**config.mk**
```make
export PLATFORM = sky130hd
export DESIGN_NAME = ddr_rd_sched
export DESIGN_NICKNAME = d
export VERILOG_FILES = /design/src/rtl/ddr_rd_pkg.sv /design/src/rtl/rd_beat_gen.sv /design/src/rtl/rd_lat_pipe.sv /design/src/rtl/rd_wr_guard.sv /design/src/rtl/ddr_rd_sched.sv
export SDC_FILE = /design/constraint.sdc
export NUM_CORES = 1
export LEC_CHECK = 0
export BUFFER_PORTS_ARGS = -buffer_cell sky130_fd_sc_hd__buf_2
export CORE_AREA = 3 3 61 85
export CTS_CLUSTER_SIZE = 25
export DETAILED_ROUTE_END_ITERATION = 12
export DIE_AREA = 0 0 64 88
export GPL_TIMING_DRIVEN = 0
export PLACE_DENSITY = 0.78
export SLEW_MARGIN = 15
export SYNTH_ARGS = -nofsm -noshare
export SYNTH_HDL_FRONTEND = slang
export SYNTH_SLANG_ARGS = --single-unit
```
**constraint.sdc**
```tcl
create_clock -name clk -period 3.92 [get_ports clk]
set_clock_uncertainty 0.15 [all_clocks]
set_input_delay 0.784 -clock clk [delete_from_list [all_inputs] [get_ports clk]]
set_output_delay 0.784 -clock clk [all_outputs]
set_load 0.03 [all_outputs]
```
**src/rtl/ddr_rd_pkg.sv**
```systemverilog
package ddr_rd_pkg;

    localparam int BANK_W = 2;
    localparam int COL_W  = 8;
    localparam int IDX_W  = 3;
    localparam int WORD_W = BANK_W + COL_W + IDX_W;

    typedef enum logic [1:0] {
        CMD_NOP   = 2'd0,
        CMD_READ  = 2'd1,
        CMD_BSTOP = 2'd2,
        CMD_WRITE = 2'd3
    } cmd_e;

    typedef struct packed {
        logic              vld;
        logic [BANK_W-1:0] bank;
        logic [COL_W-1:0]  col;
        logic [IDX_W-1:0]  idx;
    } beat_t;

    typedef struct packed {
        beat_t r;
        beat_t f;
    } pair_t;

    function automatic int unsigned ceil_half(input int unsigned x2);
        return (x2 + 1) / 2;
    endfunction

    function automatic logic [COL_W-1:0] wrap_col(
        input logic [COL_W-1:0] base,
        input logic [IDX_W-1:0] idx,
        input int unsigned      blen
    );
        logic [COL_W-1:0] mask;
        mask = COL_W'(blen - 1);
        return (base & ~mask) | ((base + COL_W'(idx)) & mask);
    endfunction

    function automatic beat_t make_beat(
        input logic [BANK_W-1:0] bank,
        input logic [COL_W-1:0]  base,
        input logic [IDX_W-1:0]  idx,
        input int unsigned       blen
    );
        beat_t b;
        b.vld  = 1'b1;
        b.bank = bank;
        b.col  = wrap_col(base, idx, blen);
        b.idx  = idx;
        return b;
    endfunction

    function automatic logic [WORD_W-1:0] beat_word(input beat_t b);
        return b.vld ? {b.bank, b.col, b.idx} : '0;
    endfunction

endpackage

```
**src/rtl/rd_beat_gen.sv**
```systemverilog
module rd_beat_gen
    import ddr_rd_pkg::*;
#(
    parameter int BURST_LEN = 4
) (
    input  logic              clk,
    input  logic              rst,
    input  cmd_e              cmd,
    input  logic [BANK_W-1:0] cmd_bank,
    input  logic [COL_W-1:0]  cmd_col,
    output pair_t             issue
);
    localparam int CNT_W = $clog2(BURST_LEN) + 1;

    logic              act_q, act_d;
    logic [CNT_W-1:0]  nxt_q, nxt_d;
    logic [BANK_W-1:0] bank_q, bank_d;
    logic [COL_W-1:0]  col_q, col_d;

    always_comb begin
        issue  = '0;
        act_d  = act_q;
        nxt_d  = nxt_q;
        bank_d = bank_q;
        col_d  = col_q;
        case (cmd)
            CMD_READ: begin
                issue.r = make_beat(cmd_bank, cmd_col, IDX_W'(0), BURST_LEN);
                issue.f = make_beat(cmd_bank, cmd_col, IDX_W'(1), BURST_LEN);
                act_d   = (BURST_LEN > 2);
                nxt_d   = CNT_W'(2);
                bank_d  = cmd_bank;
                col_d   = cmd_col;
            end
            CMD_BSTOP, CMD_WRITE: begin
                act_d = 1'b0;
            end
            default: begin
                if (act_q) begin
                    issue.r = make_beat(bank_q, col_q, IDX_W'(nxt_q), BURST_LEN);
                    issue.f = make_beat(bank_q, col_q, IDX_W'(nxt_q + CNT_W'(1)), BURST_LEN);
                    nxt_d   = nxt_q + CNT_W'(2);
                    act_d   = (nxt_q + CNT_W'(2)) < CNT_W'(BURST_LEN);
                end
            end
        endcase
    end

    always_ff @(posedge clk) begin
        if (rst) begin
            act_q  <= 1'b0;
            nxt_q  <= '0;
            bank_q <= '0;
            col_q  <= '0;
        end else begin
            act_q  <= act_d;
            nxt_q  <= nxt_d;
            bank_q <= bank_d;
            col_q  <= col_d;
        end
    end

endmodule

```
**src/rtl/rd_lat_pipe.sv**
```systemverilog
module rd_lat_pipe
    import ddr_rd_pkg::*;
#(
    parameter int CL_X2 = 6
) (
    input  logic  clk,
    input  logic  rst,
    input  pair_t issue,
    output beat_t out_r,
    output beat_t out_f
);
    localparam int HALF = CL_X2 / 2;
    localparam bit ODD  = (CL_X2 % 2) != 0;

    pair_t st [HALF];

    always_ff @(posedge clk) begin
        if (rst) begin
            for (int i = 0; i < HALF; i++) st[i] <= '0;
        end else begin
            st[0] <= issue;
            for (int i = 1; i < HALF; i++) st[i] <= st[i-1];
        end
    end

    generate
        if (ODD) begin : g_half
            beat_t held_f;
            always_ff @(posedge clk) begin
                if (rst) held_f <= '0;
                else     held_f <= st[HALF-1].f;
            end
            assign out_r = held_f;
            assign out_f = st[HALF-1].r;
        end else begin : g_whole
            assign out_r = st[HALF-1].r;
            assign out_f = st[HALF-1].f;
        end
    endgenerate

endmodule

```
**src/rtl/rd_wr_guard.sv**
```systemverilog
module rd_wr_guard
    import ddr_rd_pkg::*;
#(
    parameter int BURST_LEN = 4,
    parameter int CL_X2     = 6
) (
    input  logic clk,
    input  logic rst,
    input  cmd_e cmd,
    output logic err
);
    localparam int CLC  = ceil_half(CL_X2);
    localparam int LIVE = BURST_LEN / 2 + CLC;
    localparam int SW   = $clog2(CLC + 1);
    localparam int RW   = $clog2(LIVE + 1);

    logic [SW-1:0] stop_age;
    logic [RW-1:0] read_age;
    logic          stop_seen;
    logic          early_stop, open_read;

    assign early_stop = stop_age < SW'(CLC - 1);
    assign open_read  = !stop_seen && (read_age < RW'(LIVE - 1));

    always_ff @(posedge clk) begin
        if (rst) begin
            stop_age  <= SW'(CLC);
            read_age  <= RW'(LIVE);
            stop_seen <= 1'b0;
            err       <= 1'b0;
        end else begin
            err <= (cmd == CMD_WRITE) && (early_stop || open_read);
            if (cmd == CMD_READ) begin
                read_age  <= '0;
                stop_seen <= 1'b0;
            end else if (read_age < RW'(LIVE)) begin
                read_age <= read_age + RW'(1);
            end
            if (cmd == CMD_BSTOP) begin
                stop_age  <= '0;
                stop_seen <= 1'b1;
            end else if (stop_age < SW'(CLC)) begin
                stop_age <= stop_age + SW'(1);
            end
        end
    end

endmodule

```
**src/rtl/ddr_rd_sched.sv**
```systemverilog
module ddr_rd_sched
    import ddr_rd_pkg::*;
#(
    parameter int BURST_LEN = 4,
    parameter int CL_X2     = 6
) (
    input  logic              clk,
    input  logic              rst,
    input  logic [1:0]        cmd,
    input  logic [BANK_W-1:0] cmd_bank,
    input  logic [COL_W-1:0]  cmd_col,
    output logic [WORD_W-1:0] rise_data,
    output logic [WORD_W-1:0] fall_data,
    output logic              rise_valid,
    output logic              fall_valid,
    output logic              dq_oe,
    output logic              proto_err
);
    cmd_e  cmd_t;
    pair_t issue;
    beat_t beat_r, beat_f;

    assign cmd_t = cmd_e'(cmd);

    rd_beat_gen #(.BURST_LEN(BURST_LEN)) u_gen (
        .clk(clk), .rst(rst), .cmd(cmd_t),
        .cmd_bank(cmd_bank), .cmd_col(cmd_col), .issue(issue)
    );

    rd_lat_pipe #(.CL_X2(CL_X2)) u_pipe (
        .clk(clk), .rst(rst), .issue(issue),
        .out_r(beat_r), .out_f(beat_f)
    );

    rd_wr_guard #(.BURST_LEN(BURST_LEN), .CL_X2(CL_X2)) u_guard (
        .clk(clk), .rst(rst), .cmd(cmd_t), .err(proto_err)
    );

    assign rise_data  = beat_word(beat_r);
    assign fall_data  = beat_word(beat_f);
    assign rise_valid = beat_r.vld;
    assign fall_valid = beat_f.vld;
    assign dq_oe      = beat_r.vld | beat_f.vld;

endmodule

```
==> results.json, run 1 <==
{
  "io_buffers": 42,
  "die_height_um": 88,
  "grt_pass1_wl_mm": 6.04,
  "clk_latency_ps": 330,
  "regArea_um2": 1360,
  "grt_pass1_vias": 1424,
  "setup-violations-final": 0,
  "path_class": "register to output port",
  "synth_area_um2": 2430,
  "post_cts_buffers": 0,
  "critPathTopFamily": "buffers and inverters",
  "synth_nets": 243,
  "crit_start": "u_pipe.st[0][69]",
  "synth_cell_types": 31,
  "max_slew.worst_pin.slew_ps": 505,
  "coreArea_um2": 4540,
  "cts_buffers": 9,
  "critical_path_buf_inv_count": 3,
  "cp-start-kind": "register",
  "cts_hold_repair.buffers": 0,
  "syn_inst": 223,
  "required_ps": 2990,
  "ys_seq_area_share_pct": 56.0,
  "rrSetupSlack_ps": 2730,
  "rsz0062_at_grt": "false",
  "diodes": 0,
  "r2r-start": "u_gen.nxt_q[1]",
  "nNetsFinal": 296,
  "clk_transition_reported_paths_ps": 60,
  "synth_area_per_cell_um2": 10.9,
  "gr-total-overflow": 0,
  "cp.arrival_ps": 1480,
  "dp_hpwl_mm": 2.55,
  "drc": 0,
  "max_cap_violations": 0,
  "dieArea_um2": 5630,
  "end_kind": "output port",
  "ant_nets": 0,
  "area_growth_pct": 20.0,
  "num-fill-cells": 369,
  "p_per_area_nw_per_um2": 470,
  "drtIter0Drc": 17,
  "ir_worst_vdd_mv": 0.354,
  "gp_congestion": 0.772,
  "critPathMaxStageDelay_ps": 430,
  "layout_min_cycle_time_ps": 2420,
  "p_leak_nw": 1.40,
  "die_w_um": 64,
  "setup_tns_ps": 0,
  "grt_max_degree": 12,
  "utilization_pct": 64.3,
  "antenna_found_initial": 0,
  "wl_mm": 3.53,
  "clock_path_buffers": 2,
  "cts_root_buffer": "clkbuf_8",
  "path_cells": "clkbuf_1, and2_1, buf_4, buf_2",
  "vias_per_cell": 4.52,
  "synth_warnings": 0,
  "slowest_stage": "dfxtp_1",
  "ys_ff_latch": 68,
  "cts_tree": "yes",
  "crit_path_max_fanout": 10,
  "max_freq_ghz": 0.414,
  "dr.pass1.iters": 4,
  "fin_crit_sh_pct": 61.7,
  "hp-start": "u_pipe.st[0][20]",
  "ctsResizeCount": 0,
  "start_util_pct": 53.6,
  "status": "finished, final reports clean",
  "drv_slew": 0,
  "multi_input_area_um2": 883,
  "vias": 1551,
  "rows": 29,
  "clock-sinks": 68,
  "hp-class": "register to register",
  "hold_viol": 0,
  "ctsHtreeMaxLevel": 3,
  "io_pins": 44,
  "grt_usage_pct": 14.3,
  "drive_above_1_share_pct": 29.9,
  "max-slew-margin-rel_pct": 66.3,
  "wire_per_inst_um": 10.3
}
## layout by cell type, fill, tap and decap left out, types with 3 or more instances in the layout
cell	count
and2_1	18
clkbuf_8	13
nand2_1	5
buf_6	3
clkbuf_1	4
nor2_1	15
dfxtp_1	68
ha_1	6
mux2i_1	12
buf_2	43
nor2b_1	25
a21oi_1	5
and2b_1	7
a22o_1	10
o21ai_0	5
buf_4	16
## cell families (layout without fill, tap and decap cells)
kind of cell,count (synthesis),count (layout),share of synthesized area (%)
xor gates and xnor gates,5,5,2.11
AOI/OAI and AO/OA,26,26,7.57
buffers and inverters,27,85,7.62
muxes,12,12,4.94
and+or+nand+nor,78,78,18.5
other,1,1,0.154
adders and majority gates,6,6,3.09
DFF,68,68,56.0
## layer usage
layer | up-vias | part of all wire (%) | track usage (%)
met5 | - | 0 | 0
met4 | 0 | 3.5 | 12.0
met3 | 9 | 6.6 | 3.85
met2 | 48 | 49 | 24.6
met1 | 674 | 41 | 14.4
li1 | 820 | - | -
## final timing paths
kind | endpoint | cells past startpoint
min | u_pipe.st[0][48] | 1
min reg2reg | u_pipe.st[0][48] | 1
max | rise_data[6] | 4
max reg2reg | u_gen.nxt_q[1] | 4
## sequential cells by signal, summed over array words and instances, names as in the netlist
signal,flops
u_guard.stop_seen,1
u_pipe.st,48
u_gen.nxt_q,2
u_guard.stop_age,2
u_gen.col_q,8
u_guard.err,1
u_gen.bank_q,2
u_gen.act_q,1
u_guard.read_age,3
## where the power goes
group          switching, mW  internal, mW
logic                 0.0520        0.0491
registers             0.0150         0.717
clock network          0.239         0.298
## cells in the mapped netlist (all sizes together)
cell | instances | share of area [%]
a21oi | 5 | 1.0
a22o | 10 | 3.6
a22oi | 1 | 0.31
and2 | 19 | 5.0
and2b | 7 | 2.2
and3 | 2 | 0.72
buf | 20 | 6.5
clkbuf | 4 | 0.62
conb | 1 | 0.15
dfxtp | 68 | 56
ha | 6 | 3.1
inv | 3 | 0.46
mux2i | 12 | 4.9
nand2 | 5 | 0.77
nand3 | 2 | 0.41
nor2 | 16 | 2.6
nor2b | 25 | 6.4
nor3 | 2 | 0.41
o21ai | 5 | 1.0
o221a | 1 | 0.46
o22ai | 2 | 0.51
o31ai | 2 | 0.62
xnor2 | 2 | 0.72
xor2 | 3 | 1.4
## per-stage QoR
stage | power [mW] | cells | instance area, um2 | worst slack, ps | hold slack [ps]
3_5_place_dp | 0.849 | 327 | 2720 | 1800 | 268
4_1_cts | 1.39 | 343 | 2920 | 1430 | 283
2_1_floorplan | 0.822 | 223 | 2430 | 1630 | 261
6_report | 1.37 | 343 | 2920 | 1500 | 281
3_3_place_gp | 0.844 | 327 | 2720 | 1820 | 265
5_1_grt | 1.43 | 343 | 2920 | 1350 | 303
## final cells by class
| cell class | count | share of cell area (%) |
|---|---|---|
| plain buffers | 24 | 5.97 |
| clock buffers | 13 | 6.14 |
| clock inverters | 3 | 0.644 |
| inverters | 3 | 0.386 |
| multi-input cells | 128 | 30.3 |
| flip-flops and latches | 68 | 46.7 |
| well taps | 62 | 2.66 |
| repair buffers | 42 | 7.21 |
(Power assumes the default switching activity.)
==> inputs of run 2 (changes only) <==
CORE_AREA = 3 3 64 90   (was 3 3 61 85)
DIE_AREA = 0 0 67 93   (was 0 0 64 88)
PLACE_DENSITY = 0.74   (was 0.78)
clock period = 2.01 ns   (was 3.92 ns; I/O delays follow)
==> results.json, run 2 (same netlist as run 1, synthesis figures left out) <==
{
  "max_freq_ghz": 0.566,
  "die_height_um": 93,
  "ant_nets": 0,
  "status": "finished, final reports clean",
  "min_to": "u_pipe.st[0][20]",
  "dr.pass1.iters": 4,
  "p_total_mw": 2.61,
  "dieArea_um2": 6230,
  "hold_viol": 0,
  "final_cell_mix": "dfxtp_1, buf_2, nor2b_1",
  "end_kind": "output port",
  "largest_reg_flops": 48,
  "hp-start": "cmd_col[3]",
  "rsz0062_at_grt": "false",
  "cp-start-kind": "register",
  "rrSetupSlack_ps": 820,
  "grt_max_degree": 11,
  "hp-class": "input port to register",
  "drive_above_1_share_pct": 29.5,
  "r2r-end": "u_gen.nxt_q[1]",
  "min_path_cells": 2,
  "max_cap_violations": 0,
  "rows": 31,
  "post_cts_buffers": 0,
  "required_ps": 1460,
  "rr_worst_depth": 4,
  "die_w_um": 67,
  "hold_slack_ps": 145,
  "grt_usage_pct": 12.6,
  "io_buffers": 42,
  "cts_tree": "yes",
  "r2r-start": "u_gen.nxt_q[1]",
  "vias_per_cell": 4.49,
  "drv_slew": 0,
  "ctsHtreeMaxLevel": 3,
  "drtIter0Drc": 19,
  "diodes": 0,
  "num-fill-cells": 465,
  "cts_root_buffer": "clkbuf_8",
  "p_leak_nw": 1.38,
  "cp.arrival_ps": 1220,
  "clk_transition_reported_paths_ps": 70,
  "coreArea_um2": 5120,
  "p_per_area_nw_per_um2": 901,
  "start_util_pct": 47.5,
  "fin_crit_sh_pct": 87.9,
  "gr-total-overflow": 0,
  "crit_path_max_fanout": 18,
  "top_register": "u_pipe.st",
  "layout_min_cycle_time_ps": 1770,
  "clock_path_buffers": 2,
  "layout.cells.most_common": "dfxtp_1",
  "grt_pass1_vias": 1377,
  "vias": 1543,
  "clock-sinks": 68,
  "reg_top3": "u_pipe.st (48), u_gen.col_q (8), u_guard.read_age (3)",
  "antenna_found_initial": 0,
  "clk_latency_ps": 330,
  "dp_hpwl_mm": 2.57,
  "ir_worst_vdd_mv": 0.404,
  "drc": 0,
  "wl_mm": 3.54,
  "gp_congestion": 0.756,
  "grt_pass1_wl_mm": 5.72,
  "nNetsFinal": 295,
  "area_growth_pct": 19.2,
  "wire_per_inst_um": 10.3,
  "setup_tns_ps": 0,
  "cts_hold_repair.buffers": 0,
  "setup-violations-final": 0,
  "cts_buffers": 9,
  "io_pins": 44,
  "path_class": "register to output port"
}
## run 2: layout make-up
cell class	instances	area, um2	share of cell area, %
sequential	68	1360	47.0
multi-input combinational	128	883	30.5
timing repair buffer	42	210	7.26
buffer	23	170	5.87
clock buffer	13	169	5.83
tap	66	82.6	2.85
inverter	3	11.3	0.389
clock inverter	1	7.51	0.259
## run 2: worst max-delay path, cell delays in order (launching register included)
cell	delay [ps]
dfxtp_2	440
and2_1	180
buf_4	100
buf_2	180
## run 2: timing repair
| item | 4_1_cts | 5_1_grt |
|---|---|---|
| resized for setup | 2 | 0 |
| cloned | 0 | 0 |
| setup endpoints to repair | 10 | 4 |
## run 2: routing by layer
metal / vias up / track usage (%) / share of wire [%]
met5: - / 0 / 0
met4: 0 / 7.28 / 1.7
met3: 6 / 6.01 / 7.9
met2: 52 / 20.3 / 49
met1: 663 / 13.0 / 42
li1: 822 / - / -
## run 2: how the worst max path moves through the flow
stage | depth (start not counted) | end | from | slack [ps]
floorplan | 3 | rise_data[11] | u_pipe.st[0][69] | 100
global placement | 4 | rise_data[6] | u_pipe.st[0][69] | 300
detailed placement | 4 | rise_data[2] | u_pipe.st[0][69] | 270
CTS | 4 | rise_data[2] | u_pipe.st[0][69] | 70
global route | 3 | rise_data[2] | u_pipe.st[0][69] | 90
finish | 3 | rise_data[2] | u_pipe.st[0][69] | 240
## run 2: stage by stage
stage | setup WS [ps] | cell area [um2] | std cells | utilization (%)
final | 243 | 2900 | 344 | 56.6
after global routing | 86.3 | 2900 | 344 | 56.6
after CTS | 70.7 | 2900 | 345 | 56.7
after detailed placement | 270 | 2720 | 331 | 53.2
after global placement | 298 | 2720 | 331 | 53.2
after floorplan | 97.6 | 2430 | 223 | -
## run 2: where the power goes
| part | internal, mW | switching, mW |
|---|---|---|
| Clock | 0.536 | 0.448 |
| Combinational | 0.0955 | 0.101 |
| Sequential | 1.40 | 0.0299 |
